### src/rtl/dacseq_pkg.sv
package dacseq_pkg;

   localparam int FRAME_BITS   = 16;
   localparam int PAYLOAD_BITS = 12;
   localparam int REF_BITS     = 2;

   typedef enum logic [1:0] {
      OP_CTRL    = 2'b00,
      OP_WR_A    = 2'b01,
      OP_WR_B    = 2'b10,
      OP_WR_BOTH = 2'b11
   } op_e;

   // Receiver register select, split across frame bits 15 and 12
   typedef enum logic [1:0] {
      SEL_B_AND_BUF = 2'b00,
      SEL_BUF_ONLY  = 2'b01,
      SEL_A_XFER    = 2'b10,
      SEL_CTRL      = 2'b11
   } sel_e;

   typedef enum logic [2:0] {
      PH_IDLE,
      PH_LEAD,
      PH_HIGH,
      PH_LOW,
      PH_TAIL,
      PH_GAP
   } phase_e;

endpackage

### src/rtl/dacseq_code_align.sv
module dacseq_code_align
   import dacseq_pkg::*;
#(
   parameter int CODE_W = 10
) (
   input  logic [CODE_W-1:0]       code,
   output logic [PAYLOAD_BITS-1:0] payload
);

   localparam int PAD_W = PAYLOAD_BITS - CODE_W;

   generate
      if (PAD_W == 0) begin : g_full
         assign payload = code;
      end else begin : g_pad
         assign payload = {code, {PAD_W{1'b0}}};
      end
   endgenerate

endmodule

### src/rtl/dacseq_frame_pack.sv
module dacseq_frame_pack
   import dacseq_pkg::*;
(
   input  sel_e                    sel,
   input  logic                    fast,
   input  logic                    pdown,
   input  logic [PAYLOAD_BITS-1:0] payload,
   output logic [FRAME_BITS-1:0]   word
);

   logic [1:0] sel_bits;
   assign sel_bits = sel;
   assign word     = {sel_bits[1], fast, pdown, sel_bits[0], payload};

endmodule

### src/rtl/dacseq_serializer.sv
module dacseq_serializer
   import dacseq_pkg::*;
#(
   parameter int HALF_CYC  = 7,
   parameter int SETUP_CYC = 3,
   parameter int GAP_CYC   = 2
) (
   input  logic                  clk,
   input  logic                  rst_n,
   input  logic                  start,
   input  logic [FRAME_BITS-1:0] frame,
   output logic                  cs_n,
   output logic                  sclk,
   output logic                  sdat,
   output logic                  fin
);

   localparam int MAX_AB = (HALF_CYC > SETUP_CYC) ? HALF_CYC : SETUP_CYC;
   localparam int MAX_C  = (MAX_AB > GAP_CYC) ? MAX_AB : GAP_CYC;
   localparam int CNT_W  = $clog2(MAX_C + 1);
   localparam int BIT_W  = $clog2(FRAME_BITS);
   localparam logic [CNT_W-1:0] HALF_LD  = CNT_W'(HALF_CYC - 1);
   localparam logic [CNT_W-1:0] SETUP_LD = CNT_W'(SETUP_CYC - 1);
   localparam logic [CNT_W-1:0] GAP_LD   = CNT_W'(GAP_CYC - 1);
   localparam logic [BIT_W-1:0] LAST_BIT = BIT_W'(FRAME_BITS - 1);

   phase_e                ph;
   logic [CNT_W-1:0]      cnt;
   logic [BIT_W-1:0]      bit_idx;
   logic [FRAME_BITS-1:0] shreg;
   logic                  cnt_zero;

   assign cnt_zero = (cnt == '0);

   always_ff @(posedge clk or negedge rst_n) begin
      if (!rst_n) begin
         ph      <= PH_IDLE;
         cnt     <= '0;
         bit_idx <= '0;
         shreg   <= '0;
         cs_n    <= 1'b1;
         sclk    <= 1'b0;
         sdat    <= 1'b0;
         fin     <= 1'b0;
      end else begin
         fin <= 1'b0;
         unique case (ph)
            PH_IDLE: begin
               if (start) begin
                  shreg   <= frame;
                  sdat    <= frame[FRAME_BITS-1];
                  cs_n    <= 1'b0;
                  bit_idx <= '0;
                  cnt     <= SETUP_LD;
                  ph      <= PH_LEAD;
               end
            end
            PH_LEAD: begin
               if (cnt_zero) begin
                  sclk <= 1'b1;
                  cnt  <= HALF_LD;
                  ph   <= PH_HIGH;
               end else begin
                  cnt <= cnt - 1'b1;
               end
            end
            PH_HIGH: begin
               if (cnt_zero) begin
                  sclk <= 1'b0;
                  cnt  <= HALF_LD;
                  ph   <= PH_LOW;
               end else begin
                  cnt <= cnt - 1'b1;
               end
            end
            PH_LOW: begin
               if (cnt_zero) begin
                  if (bit_idx == LAST_BIT) begin
                     cnt <= SETUP_LD;
                     ph  <= PH_TAIL;
                  end else begin
                     sclk    <= 1'b1;
                     sdat    <= shreg[FRAME_BITS-2];
                     shreg   <= {shreg[FRAME_BITS-2:0], 1'b0};
                     bit_idx <= bit_idx + 1'b1;
                     cnt     <= HALF_LD;
                     ph      <= PH_HIGH;
                  end
               end else begin
                  cnt <= cnt - 1'b1;
               end
            end
            PH_TAIL: begin
               if (cnt_zero) begin
                  cs_n <= 1'b1;
                  sdat <= 1'b0;
                  cnt  <= GAP_LD;
                  ph   <= PH_GAP;
               end else begin
                  cnt <= cnt - 1'b1;
               end
            end
            PH_GAP: begin
               if (cnt_zero) begin
                  fin <= 1'b1;
                  ph  <= PH_IDLE;
               end else begin
                  cnt <= cnt - 1'b1;
               end
            end
            default: ph <= PH_IDLE;
         endcase
      end
   end

endmodule

### src/rtl/dual_dac_cmd_seq.sv
module dual_dac_cmd_seq
   import dacseq_pkg::*;
#(
   parameter int CODE_W    = 10,
   parameter int HALF_CYC  = 7,
   parameter int SETUP_CYC = 3,
   parameter int GAP_CYC   = 2
) (
   input  logic              clk,
   input  logic              rst_n,
   input  logic              req_valid,
   input  logic [1:0]        req_op,
   input  logic [CODE_W-1:0] req_code_a,
   input  logic [CODE_W-1:0] req_code_b,
   input  logic              req_fast,
   input  logic              req_pdown,
   input  logic [1:0]        req_ref,
   output logic              busy,
   output logic              done,
   output logic              dac_cs_n,
   output logic              dac_sclk,
   output logic              dac_sdin
);

   generate
      if (CODE_W < 1 || CODE_W > PAYLOAD_BITS) begin : g_bad_code_w
         $error("CODE_W must lie between 1 and the payload width");
      end
      if (HALF_CYC < 1) begin : g_bad_half
         $error("HALF_CYC must be at least one cycle");
      end
      if (SETUP_CYC < 1) begin : g_bad_setup
         $error("SETUP_CYC must be at least one cycle");
      end
      if (GAP_CYC < 1) begin : g_bad_gap
         $error("GAP_CYC must be at least one cycle");
      end
   endgenerate

   op_e                     op;
   logic                    accept;
   logic                    busy_q;
   logic                    pend_q;
   logic                    mode_fast_q;
   logic                    mode_pd_q;
   logic [FRAME_BITS-1:0]   second_q;
   logic [PAYLOAD_BITS-1:0] pay_a;
   logic [PAYLOAD_BITS-1:0] pay_b;
   logic [PAYLOAD_BITS-1:0] pay_ref;
   sel_e                    first_sel;
   logic                    first_fast;
   logic                    first_pd;
   logic [PAYLOAD_BITS-1:0] first_pay;
   logic [FRAME_BITS-1:0]   first_word;
   logic [FRAME_BITS-1:0]   second_word;
   logic                    ser_start;
   logic [FRAME_BITS-1:0]   ser_frame;
   logic                    ser_fin;

   assign op      = op_e'(req_op);
   assign accept  = req_valid & ~busy_q;
   assign pay_ref = {{(PAYLOAD_BITS-REF_BITS){1'b0}}, req_ref};

   dacseq_code_align #(.CODE_W(CODE_W)) u_align_a (.code(req_code_a), .payload(pay_a));
   dacseq_code_align #(.CODE_W(CODE_W)) u_align_b (.code(req_code_b), .payload(pay_b));

   always_comb begin
      first_fast = mode_fast_q;
      first_pd   = mode_pd_q;
      unique case (op)
         OP_CTRL: begin
            first_sel  = SEL_CTRL;
            first_fast = req_fast;
            first_pd   = req_pdown;
            first_pay  = pay_ref;
         end
         OP_WR_A: begin
            first_sel = SEL_A_XFER;
            first_pay = pay_a;
         end
         OP_WR_B: begin
            first_sel = SEL_B_AND_BUF;
            first_pay = pay_b;
         end
         default: begin
            first_sel = SEL_BUF_ONLY;
            first_pay = pay_b;
         end
      endcase
   end

   dacseq_frame_pack u_pack_first (
      .sel(first_sel), .fast(first_fast), .pdown(first_pd),
      .payload(first_pay), .word(first_word)
   );

   dacseq_frame_pack u_pack_second (
      .sel(SEL_A_XFER), .fast(mode_fast_q), .pdown(mode_pd_q),
      .payload(pay_a), .word(second_word)
   );

   always_ff @(posedge clk or negedge rst_n) begin
      if (!rst_n) begin
         busy_q      <= 1'b0;
         pend_q      <= 1'b0;
         mode_fast_q <= 1'b0;
         mode_pd_q   <= 1'b0;
         second_q    <= '0;
      end else begin
         if (accept) begin
            busy_q   <= 1'b1;
            pend_q   <= (op == OP_WR_BOTH);
            second_q <= second_word;
            if (op == OP_CTRL) begin
               mode_fast_q <= req_fast;
               mode_pd_q   <= req_pdown;
            end
         end else if (ser_fin) begin
            if (pend_q) begin
               pend_q <= 1'b0;
            end else begin
               busy_q <= 1'b0;
            end
         end
      end
   end

   assign ser_start = accept | (ser_fin & pend_q);
   assign ser_frame = accept ? first_word : second_q;

   dacseq_serializer #(
      .HALF_CYC(HALF_CYC), .SETUP_CYC(SETUP_CYC), .GAP_CYC(GAP_CYC)
   ) u_ser (
      .clk(clk), .rst_n(rst_n), .start(ser_start), .frame(ser_frame),
      .cs_n(dac_cs_n), .sclk(dac_sclk), .sdat(dac_sdin), .fin(ser_fin)
   );

   assign busy = busy_q;
   assign done = ser_fin & ~pend_q;

endmodule

### config.mk
export PLATFORM = sky130hd
export DESIGN_NAME = dual_dac_cmd_seq
export DESIGN_NICKNAME = d
export VERILOG_FILES = /design/src/rtl/dacseq_pkg.sv /design/src/rtl/dacseq_code_align.sv /design/src/rtl/dacseq_frame_pack.sv /design/src/rtl/dacseq_serializer.sv /design/src/rtl/dual_dac_cmd_seq.sv
export SDC_FILE = /design/constraint.sdc
export NUM_CORES = 1
export LEC_CHECK = 0
export CAP_MARGIN = 20
export CORE_ASPECT_RATIO = 0.6
export CORE_UTILIZATION = 57
export DETAILED_ROUTE_END_ITERATION = 7
export HOLD_SLACK_MARGIN = 0.02
export PLACE_DENSITY = 0.77
export RECOVER_POWER = 100
export SYNTH_ARGS = -nofsm -noshare
export SYNTH_HDL_FRONTEND = slang
export SYNTH_HIERARCHICAL = 1
export SYNTH_SLANG_ARGS = --single-unit
### constraint.sdc
create_clock -name clk -period 2.83 [get_ports clk]
set_input_delay 0.849 -clock clk [delete_from_list [all_inputs] [get_ports clk]]
set_output_delay 0.849 -clock clk [all_outputs]
set_load 0.01 [all_outputs]
==> flow_metrics.env <==
export IMPL_fillers=446
export IMPL_ys_seq_elements=49
export IMPL_arrival_ns=2.81
export IMPL_avgSynthCellArea_um2=8.84
export IMPL_fmax_ghz=0.382
export IMPL_io_pins=34
export IMPL_htree_levels=2
export IMPL_avgViaCountPerCell=5.23
export IMPL_clock_latency_ns=0.31
export IMPL_syn2layout_area_growth_pct=2.38
export IMPL_wl_per_cell_um=13.7
export IMPL_r2r_cells=3
export IMPL_whs_path_depth=2
export IMPL_drive_gt1_share_pct=15.5
export IMPL_syn_area_um2=3250
export IMPL_fin_crit_ns=2.62
export IMPL_final_nets=384
export IMPL_fp_dieW_um=99.5
export IMPL_start_util_pct=61.6
export IMPL_rsz0062_at_grt="false"
export IMPL_p_leak_nw=1.65
export IMPL_drtPass1Iterations=4
export IMPL_num_rows=20
export IMPL_final_hold_viol_count=0
export IMPL_coreArea_um2=5280
export IMPL_ctsHoldBuffers=0
export IMPL_seq_area_um2=1230
export IMPL_synth_distinct_cells=46
export IMPL_routed_wl_um=5820
export IMPL_port_buffers=33
export IMPL_hp_class="flop to flop"
export IMPL_clk_path_buf_depth=2
export IMPL_hold_ws_ns=0.468
export IMPL_min_from="second_q[7]$_DFFE_PN0P_"
export IMPL_cp_start_kind="primary input"
export IMPL_cts_resized=0
export IMPL_slew_headroom_pct=19.3
export IMPL_yosys_area_top_type_share_pct=36.9
export IMPL_timing_rr_end="u_ser/shreg[10]$_DFFE_PN0P_"
export IMPL_path_max_fanout=10
export IMPL_seq_area_frac_synth_pct=37.7
export IMPL_antenna_left=0
export IMPL_synth_top_area_cell="dfrtp_1"
export IMPL_die_area_um2=6020
export IMPL_dr_total_vias=2226
export IMPL_yosys_most_used_dff="dfrtp_1"
export IMPL_grt_max_degree=50
export IMPL_multiInputGateArea_um2=1470
export IMPL_post_cts_buffers=0
export IMPL_pwr_density_cell_nw_per_um2=393
export IMPL_ir_drop_mv=0.227
export IMPL_grt_pass1_wl_um=9580
export IMPL_path_class="primary input to flop"
export IMPL_die_y_um=60.5
export IMPL_first_global_vias=2050
export IMPL_setup_violations=0
export IMPL_drt_iter0_drc=124
export IMPL_crit_required_ns=3.02
export IMPL_grt_util_all_layers_pct=21.0
export IMPL_antenna_found_initial=0
export IMPL_min_to="second_q[7]$_DFFE_PN0P_"
export IMPL_setup_ws_ns=0.209
export IMPL_numCtsBuffers=5
export IMPL_path_clk_slew_ns=0.09
export IMPL_grt_overflow_total=0
export IMPL_diodes=0
export IMPL_ff2ff_setup_slack_ns=0.62
export IMPL_critPathCaptureType="flop"
export IMPL_rr_startpoint="u_ser/ph[0]$_DFFE_PN0P_"
export IMPL_drc=0
export IMPL_cts_sinks=49
export IMPL_worst_pin_slew_ns=1.21
export IMPL_finalClockSkew_ns=0.0130
export IMPL_syn_instance_count=368
export IMPL_fin_crit_sh_pct=92.6
export IMPL_yosysWarnings=6
export IMPL_synth_area_leaders="dfrtp_1, buf_4, nand2_1, mux2_2, a22o_1"
export IMPL_synth_edf_count=0
export IMPL_dp_slack_ns=-0.0633
export IMPL_cts_tree="done"
export IMPL_async_flop_share_pct=100
export IMPL_status="complete, no violations"
export IMPL_clock_root_buffer="clkbuf_8"
export IMPL_drv_slew=0
export IMPL_drv_cap=0
export IMPL_dp_hpwl_um=4200
export IMPL_gp_congestion=0.840
cell usage after synthesis, types with 6 or more instances:
cell	instances
inv_1	11
mux2_2	30
nand3_1	6
nor2b_1	6
buf_4	59
ha_1	7
nor2_1	10
nand2_1	94
a21oi_1	13
a22o_1	10
dfrtp_1	48
buf_2	6
nand2b_1	6
o21ai_0	6
worst max path at each step:
stage | start | endpoint | slack (ns) | cells after the start
floorplan | req_valid | u_ser/bit_idx[2]$_DFFE_PN0P_ | 0.38 | 9
global placement | req_op[1] | u_ser/shreg[11]$_DFFE_PN0P_ | -0.002 | 9
detailed placement | req_op[1] | u_ser/shreg[10]$_DFFE_PN0P_ | -0.06 | 9
CTS | req_op[1] | u_ser/shreg[10]$_DFFE_PN0P_ | 0.26 | 9
global route | req_op[0] | u_ser/shreg[11]$_DFFE_PN0P_ | 0.11 | 9
finish | req_op[0] | u_ser/shreg[10]$_DFFE_PN0P_ | 0.21 | 9
routing by layer:
layer,track usage (%),up-vias,part of all wire (%)
li1,-,1116,-
met1,29.9,1051,51
met2,32.5,55,44
met3,4.15,4,4.5
met4,7.56,0,1.0
met5,0,-,0
report_power, final:
part | total, W | internal [W] | switching [W]
clock network | 0.000436 | 0.000200 | 0.000236
registers | 0.000736 | 0.000725 | 0.0000107
logic | 0.000136 | 0.0000764 | 0.0000599
total | 0.00131 | 0.00100 | 0.000307
cells by family (layout without fill, tap and decap cells):
| group | count (synthesis) | in the layout | synth area share (%) |
|---|---|---|---|
| and+or+nand+nor | 141 | 141 | 19.5 |
| buffers and inverters | 85 | 64 | 17.3 |
| DFF | 49 | 49 | 37.7 |
| AOI/OAI and AO/OA | 46 | 46 | 9.81 |
| muxes | 36 | 36 | 12.5 |
| adders and majority gates | 7 | 7 | 2.69 |
| other | 4 | 6 | 0.461 |
critical path, stage by stage:
cell and delay (ns):
dlygate4sd3_1 0.58, inv_1 0.09, ha_1 0.28, nor2_2 0.14
a22o_1 0.22, nand2_1 0.05, nand2_1 0.07, mux2_2 0.27
mux2_2 0.27
area by class of cell:
class                   instances  area share, %
repair buffers                 45           12.3
inverters                      11           1.24
well taps                      77           2.89
multi-input cells             236           44.0
flip-flops and latches         49           36.9
clock buffers                   8           2.70
state kept, by name, summed over array words and instances, names as in the netlist, 3 cells and up:
| name | flops |
|---|---|
| u_ser/ph | 3 |
| second_q | 16 |
| u_ser/bit_idx | 4 |
| u_ser/cnt | 3 |
| u_ser/shreg | 15 |
cells in the final DEF (no fill, tap or decap), types with 7 or more instances in the layout:
cell type,n
a21oi_1,13
inv_1,11
dlygate4sd3_1,7
nand2_1,94
mux2_2,30
nor2_1,10
dfrtp_1,48
ha_1,7
clkdlybuf4s50_1,25
a22o_1,10
stage by stage:
| stage | power (W) | setup TNS (ns) | cells | utilization [%] | instance area, µm² |
|---|---|---|---|---|---|
| after floorplan | 0.000880 | 0 | 370 | - | 3260 |
| after detailed placement | 0.000891 | -0.313 | 418 | 61.8 | 3260 |
| final | 0.00131 | 0 | 426 | 63.1 | 3330 |
| after global placement | 0.000887 | -0.00222 | 418 | 61.8 | 3260 |
| after CTS | 0.00133 | 0 | 426 | 63.5 | 3350 |
| after global routing | 0.00136 | 0 | 426 | 63.1 | 3330 |
(Power assumes the default switching activity.)
